`config.mk`:
```
export PLATFORM = sky130hd
export DESIGN_NAME = srst_seq
export DESIGN_NICKNAME = d
export VERILOG_FILES = /design/src/rtl/srst_pkg.sv /design/src/rtl/srst_sync.sv /design/src/rtl/srst_timer.sv /design/src/rtl/srst_ctrl.sv /design/src/rtl/srst_seq.sv
export SDC_FILE = /design/constraint.sdc
export NUM_CORES = 1
export LEC_CHECK = 0
export BUFFER_PORTS_ARGS = -buffer_cell sky130_fd_sc_hd__buf_2
export CAP_MARGIN = 5
export CORE_UTILIZATION = 47
export DETAILED_ROUTE_END_ITERATION = 8
export GPL_TIMING_DRIVEN = 0
export PLACE_DENSITY = 0.68
export SLEW_MARGIN = 10
export SYNTH_ARGS = -nofsm -noshare
export SYNTH_HDL_FRONTEND = slang
export SYNTH_SLANG_ARGS = --single-unit
```
`constraint.sdc`:
```
create_clock -name clk_i -period 2.6 [get_ports clk_i]
set_clock_uncertainty 0.05 [all_clocks]
set_input_delay 0.13 -clock clk_i [delete_from_list [all_inputs] [get_ports clk_i]]
set_output_delay 0.13 -clock clk_i [all_outputs]
set_load 0.05 [all_outputs]
```
`src/rtl/srst_pkg.sv`:
```
package srst_pkg;
  typedef enum logic [1:0] {
    ST_IDLE  = 2'd0,
    ST_DRIVE = 2'd1,
    ST_WAIT  = 2'd2,
    ST_GUARD = 2'd3
  } srst_state_e;
endpackage

```
`src/rtl/srst_sync.sv`:
```
module srst_sync #(
  parameter int STAGES = 2,
  parameter bit RST_VAL = 1'b1
) (
  input  logic clk_i,
  input  logic rst_ni,
  input  logic d_i,
  output logic q_o
);
  logic [STAGES-1:0] ff_q;

  generate
    for (genvar g = 0; g < STAGES; g++) begin : g_stage
      always_ff @(posedge clk_i or negedge rst_ni) begin
        if (!rst_ni)     ff_q[g] <= RST_VAL;
        else if (g == 0) ff_q[g] <= d_i;
        else             ff_q[g] <= ff_q[(g > 0) ? g-1 : 0];
      end
    end
  endgenerate

  assign q_o = ff_q[STAGES-1];
endmodule

```
`src/rtl/srst_timer.sv`:
```
module srst_timer #(
  parameter int W = 9
) (
  input  logic         clk_i,
  input  logic         rst_ni,
  input  logic         load_i,
  input  logic [W-1:0] load_val_i,
  input  logic         en_i,
  output logic         zero_o
);
  logic [W-1:0] cnt_q;

  always_ff @(posedge clk_i or negedge rst_ni) begin
    if (!rst_ni)                  cnt_q <= '0;
    else if (load_i)              cnt_q <= load_val_i;
    else if (en_i && cnt_q != '0) cnt_q <= cnt_q - 1'b1;
  end

  assign zero_o = (cnt_q == '0);
endmodule

```
`src/rtl/srst_ctrl.sv`:
```
module srst_ctrl
  import srst_pkg::*;
#(
  parameter int HOLD_CYCLES  = 512,
  parameter int GUARD_CYCLES = 16,
  parameter int W            = 9
) (
  input  logic         clk_i,
  input  logic         rst_ni,
  input  logic         req_any_i,
  input  logic         pin_high_i,
  input  logic         tmr_zero_i,
  output logic         tmr_load_o,
  output logic [W-1:0] tmr_val_o,
  output logic         tmr_en_o,
  output logic         capture_o,
  output srst_state_e  state_o
);
  localparam logic [W-1:0] HOLD_LD  = W'(HOLD_CYCLES - 1);
  localparam logic [W-1:0] GUARD_LD = W'(GUARD_CYCLES - 1);

  srst_state_e state_q, state_d;

  always_comb begin
    state_d    = state_q;
    tmr_load_o = 1'b0;
    tmr_val_o  = HOLD_LD;
    capture_o  = 1'b0;
    unique case (state_q)
      ST_IDLE: if (req_any_i) begin
        state_d    = ST_DRIVE;
        tmr_load_o = 1'b1;
        tmr_val_o  = HOLD_LD;
      end
      ST_DRIVE: if (tmr_zero_i) begin
        state_d   = ST_WAIT;
        capture_o = 1'b1;
      end
      ST_WAIT: if (pin_high_i) begin
        state_d    = ST_GUARD;
        tmr_load_o = 1'b1;
        tmr_val_o  = GUARD_LD;
      end
      ST_GUARD: if (tmr_zero_i) state_d = ST_IDLE;
      default: state_d = ST_IDLE;
    endcase
  end

  assign tmr_en_o = (state_q == ST_DRIVE) || (state_q == ST_GUARD);

  always_ff @(posedge clk_i or negedge rst_ni) begin
    if (!rst_ni) state_q <= ST_IDLE;
    else         state_q <= state_d;
  end

  assign state_o = state_q;
endmodule

```
`src/rtl/srst_seq.sv`:
```
module srst_seq
  import srst_pkg::*;
#(
  parameter int N_REQ        = 2,
  parameter int HOLD_CYCLES  = 512,
  parameter int GUARD_CYCLES = 16,
  parameter int SYNC_STAGES  = 2
) (
  input  logic             clk_i,
  input  logic             rst_ni,
  input  logic [N_REQ-1:0] req_i,
  input  logic             pin_i,
  input  logic             dbg_sdi_i,
  input  logic             dbg_sck_i,
  output logic             pin_drive_o,
  output logic             active_o,
  output logic [1:0]       dbg_cfg_o,
  output logic             ext_evt_o
);
  localparam int MAXC  = (HOLD_CYCLES > GUARD_CYCLES) ? HOLD_CYCLES : GUARD_CYCLES;
  localparam int CNT_W = (MAXC > 2) ? $clog2(MAXC) : 1;

  logic             pin_s;
  logic             pin_s_q;
  logic             tmr_load, tmr_en, tmr_zero, capture;
  logic [CNT_W-1:0] tmr_val;
  srst_state_e      state;
  logic [1:0]       cfg_q;

  srst_sync #(.STAGES(SYNC_STAGES), .RST_VAL(1'b1)) i_sync (
    .clk_i (clk_i),
    .rst_ni(rst_ni),
    .d_i   (pin_i),
    .q_o   (pin_s)
  );

  srst_timer #(.W(CNT_W)) i_timer (
    .clk_i     (clk_i),
    .rst_ni    (rst_ni),
    .load_i    (tmr_load),
    .load_val_i(tmr_val),
    .en_i      (tmr_en),
    .zero_o    (tmr_zero)
  );

  srst_ctrl #(
    .HOLD_CYCLES (HOLD_CYCLES),
    .GUARD_CYCLES(GUARD_CYCLES),
    .W           (CNT_W)
  ) i_ctrl (
    .clk_i     (clk_i),
    .rst_ni    (rst_ni),
    .req_any_i (|req_i),
    .pin_high_i(pin_s),
    .tmr_zero_i(tmr_zero),
    .tmr_load_o(tmr_load),
    .tmr_val_o (tmr_val),
    .tmr_en_o  (tmr_en),
    .capture_o (capture),
    .state_o   (state)
  );

  always_ff @(posedge clk_i or negedge rst_ni) begin
    if (!rst_ni) begin
      cfg_q   <= 2'b00;
      pin_s_q <= 1'b1;
    end else begin
      pin_s_q <= pin_s;
      if (capture) cfg_q <= {dbg_sdi_i, dbg_sck_i};
    end
  end

  assign pin_drive_o = (state == ST_DRIVE);
  assign active_o    = (state != ST_IDLE);
  assign dbg_cfg_o   = cfg_q;
  // falling edge of synchronized pin, only outside a sequence
  assign ext_evt_o   = (state == ST_IDLE) && !pin_s && pin_s_q;
endmodule

```
==> run summary <==
Post-synth EDFFs: 0
Net count, final: 112
H-tree levels: 1
Die Y: 44.77 um
core box area: 0.001727 mm2
CP max FO: 8
Peak Freq: 441.0 MHz
CTS Buffer Depth: 2
max-cap violations: 0
Clock Sinks: 16
Rows: 15
register bit count reported by yosys: 16
Max-slew headroom: 58.13%
DR pass1 iterations: 4
status: complete, no violations
hold path cells: 2
ranking of synthesized cells by area: dfrtp_1, dfstp_2, ha_1
Worst-path clk slew: 0.10 ns
Post-synth top cells: dfrtp_1, nand2_1, ha_1, inv_1, nor2_1
Synth async-reset ratio: 100.0%
1st-iter DRT viols: 5
syn avg cell area: 10.61 um2
Crit. End Element: register
Post-Syn Instances: 81
Hold Slack: 0.02108 ns
clk root buf: clkbuf_4
wl on met1: 683 um
Sequential Area: 404.1 um2
WP data required: 2.73 ns
Die Area: 0.002004 mm2
metal2 WL: 766 um
CP arrival: 2.40 ns
final core occ: 57.46%
DR vias/cell: 5.228
Max VDD drop: 0.3278 mV
first-pass GRT wire length: 2.594 mm
Antenna Nets Post-Route: 0
Place WS: 0.3377 ns
CTS resizes: 0
Synth Cell Area: 859.6 um2
Clock Latency Late Sink: 0.28 ns
hold crit path type: in2reg
I/O pins: 12
total gr overflow: 0
DR WL met3: 35 um
Area Growth Syn to Fin: 15.43%
vias in the first global route: 572
routed len/inst: 12.17 um
routability cong.: 0.7754
sequential share of the synthesized area: 47.02%
top layer in use: met4
fillers: 160
post-synth top area share: 37.85%
number of antenna diodes: 0
drt drc: 0
final setup TNS: 0 ns
Register-to-Register Path Depth: 5
Final setup viols: 0
Net Count, Synth: 94
CTS tree: built
RSZ-0062 raised after global routing: no
Crit Path Class: reg2reg
largest net degree at the start of global routing: 17
final hold viol count: 0
routed wire length: 1.497 mm
CTS Buf Count: 3
# port buffers: 11
Leakage Power: 0.4249 nW
cell with the most instances after synthesis: dfrtp_1
Tcrit/Tclk final: 87.22%
Setup Fix Bufs, Post-CTS: 0
Setup crit start kind: register
Multi-input gate area: 424.2 um2
fin worst setup slack: 0.3323 ns
Via Count: 643
initial antenna violation count: 0
PwrDens: 414.1 mW/mm2
layout cells sized above 1: 26.53%
leading area contributor after synthesis: dfrtp_1
library cells used by synthesis: 33
pins over their slew limit: 0
total power: 0.4109 mW
GRT Util Overall: 18.70%
Die X: 44.77 um
Initial Utilization: 49.78%
crit path time final: 2.268 ns
yosys warns: 0
Post-synth top flop: dfrtp_1
worst slew pin tran: 0.6215 ns
flip-flops by register name, indices dropped and copies added, names as in the netlist:
| name | count |
|---|---|
| i_ctrl.state_o | 2 |
| i_sync.q_o | 1 |
| i_sync.ff_q | 1 |
| dbg_cfg_o | 2 |
| pin_s_q | 1 |
| i_timer.cnt_q | 9 |
where the power goes:
group | switching, mW | leakage (nW) | internal [mW]
sequential | 0.00194 | 0.173 | 0.255
clock | 0.0748 | 0.0150 | 0.0595
combinational | 0.0126 | 0.237 | 0.00750
through the flow:
stage | cell area [um2] | instances
finish | 992.2 | 123
global route | 992.2 | 123
CTS | 992.2 | 123
detailed placement | 945.9 | 117
global placement | 945.9 | 117
floorplan | 859.6 | 81
cell type report:
class,count,area share [%]
buffer,2,0.8827
clock buffer,4,2.648
inverter,6,2.270
multi-input combinational,57,42.75
sequential,16,40.73
tap,25,3.153
timing repair buffer,13,7.566
per-layer routing:
| layer | track usage (%) | vias up |
|---|---|---|
| met4 | 10.91 | 0 |
| li1 | - | 322 |
| met5 | 0 | - |
| met3 | 2.400 | 2 |
| met1 | 24.49 | 308 |
| met2 | 29.71 | 11 |
final timing paths:
path                                                    from                             to  slack, ns
worst max register to register  i_timer.cnt_q[4]$_DFFE_PN0P_  i_ctrl.state_o[1]$_DFFE_PN0P_       0.33
min in group asynchronous                             rst_ni   i_timer.cnt_q[8]$_DFFE_PN0P_       0.23
worst min-delay path                               dbg_sdi_i       dbg_cfg_o[1]$_DFFE_PN0P_       0.02
worst min register to register      i_sync.ff_q[0]$_DFF_PN1_           i_sync.q_o$_DFF_PN1_       0.31
worst max-delay path            i_timer.cnt_q[4]$_DFFE_PN0P_  i_ctrl.state_o[1]$_DFFE_PN0P_       0.33
max in group asynchronous                             rst_ni           i_sync.q_o$_DFF_PN1_       1.96
critical path, stage by stage, from the launching register on:
cell and delay, ns:
dfrtp_1 0.41, or4_1 0.51, buf_2 0.17, o41ai_4 0.55, nand3_2 0.16, mux2_4 0.33
layout by cell type, fill, tap and decap left out, drive strengths merged:
cell          n
xnor2         1
nor2          5
nor3          2
o41ai         2
a21boi        1
ha            6
and2          1
dfstp         3
a21oi         2
or3           4
buf          12
o211ai        2
or4           1
dlygate4sd3   2
inv           6
nand3         2
nand3b        2
xor2          1
clkbuf        5
mux2          3
a31oi         3
o2111ai       1
nand2         7
dfrtp        13
or4b          1
a32oi         1
nand2b        2
nor3b         2
or2           1
o21ai         4
kinds of logic after synthesis:
| group | count (synthesis) | share of synthesized area (%) |
|---|---|---|
| simple gates | 30 | 19.65 |
| flops | 16 | 47.02 |
| buf+inv | 8 | 3.638 |
| compound gates | 16 | 14.56 |
| mux | 3 | 4.366 |
| fa+ha+maj | 6 | 8.733 |
| xor+xnor | 2 | 2.038 |
timing repair:
item                                    CTS  global route
hold endpoints to repair                 14             0
endpoints found under the setup margin    0             0
hold buffers                              2             0
Power figures use the tool's default switching activity.
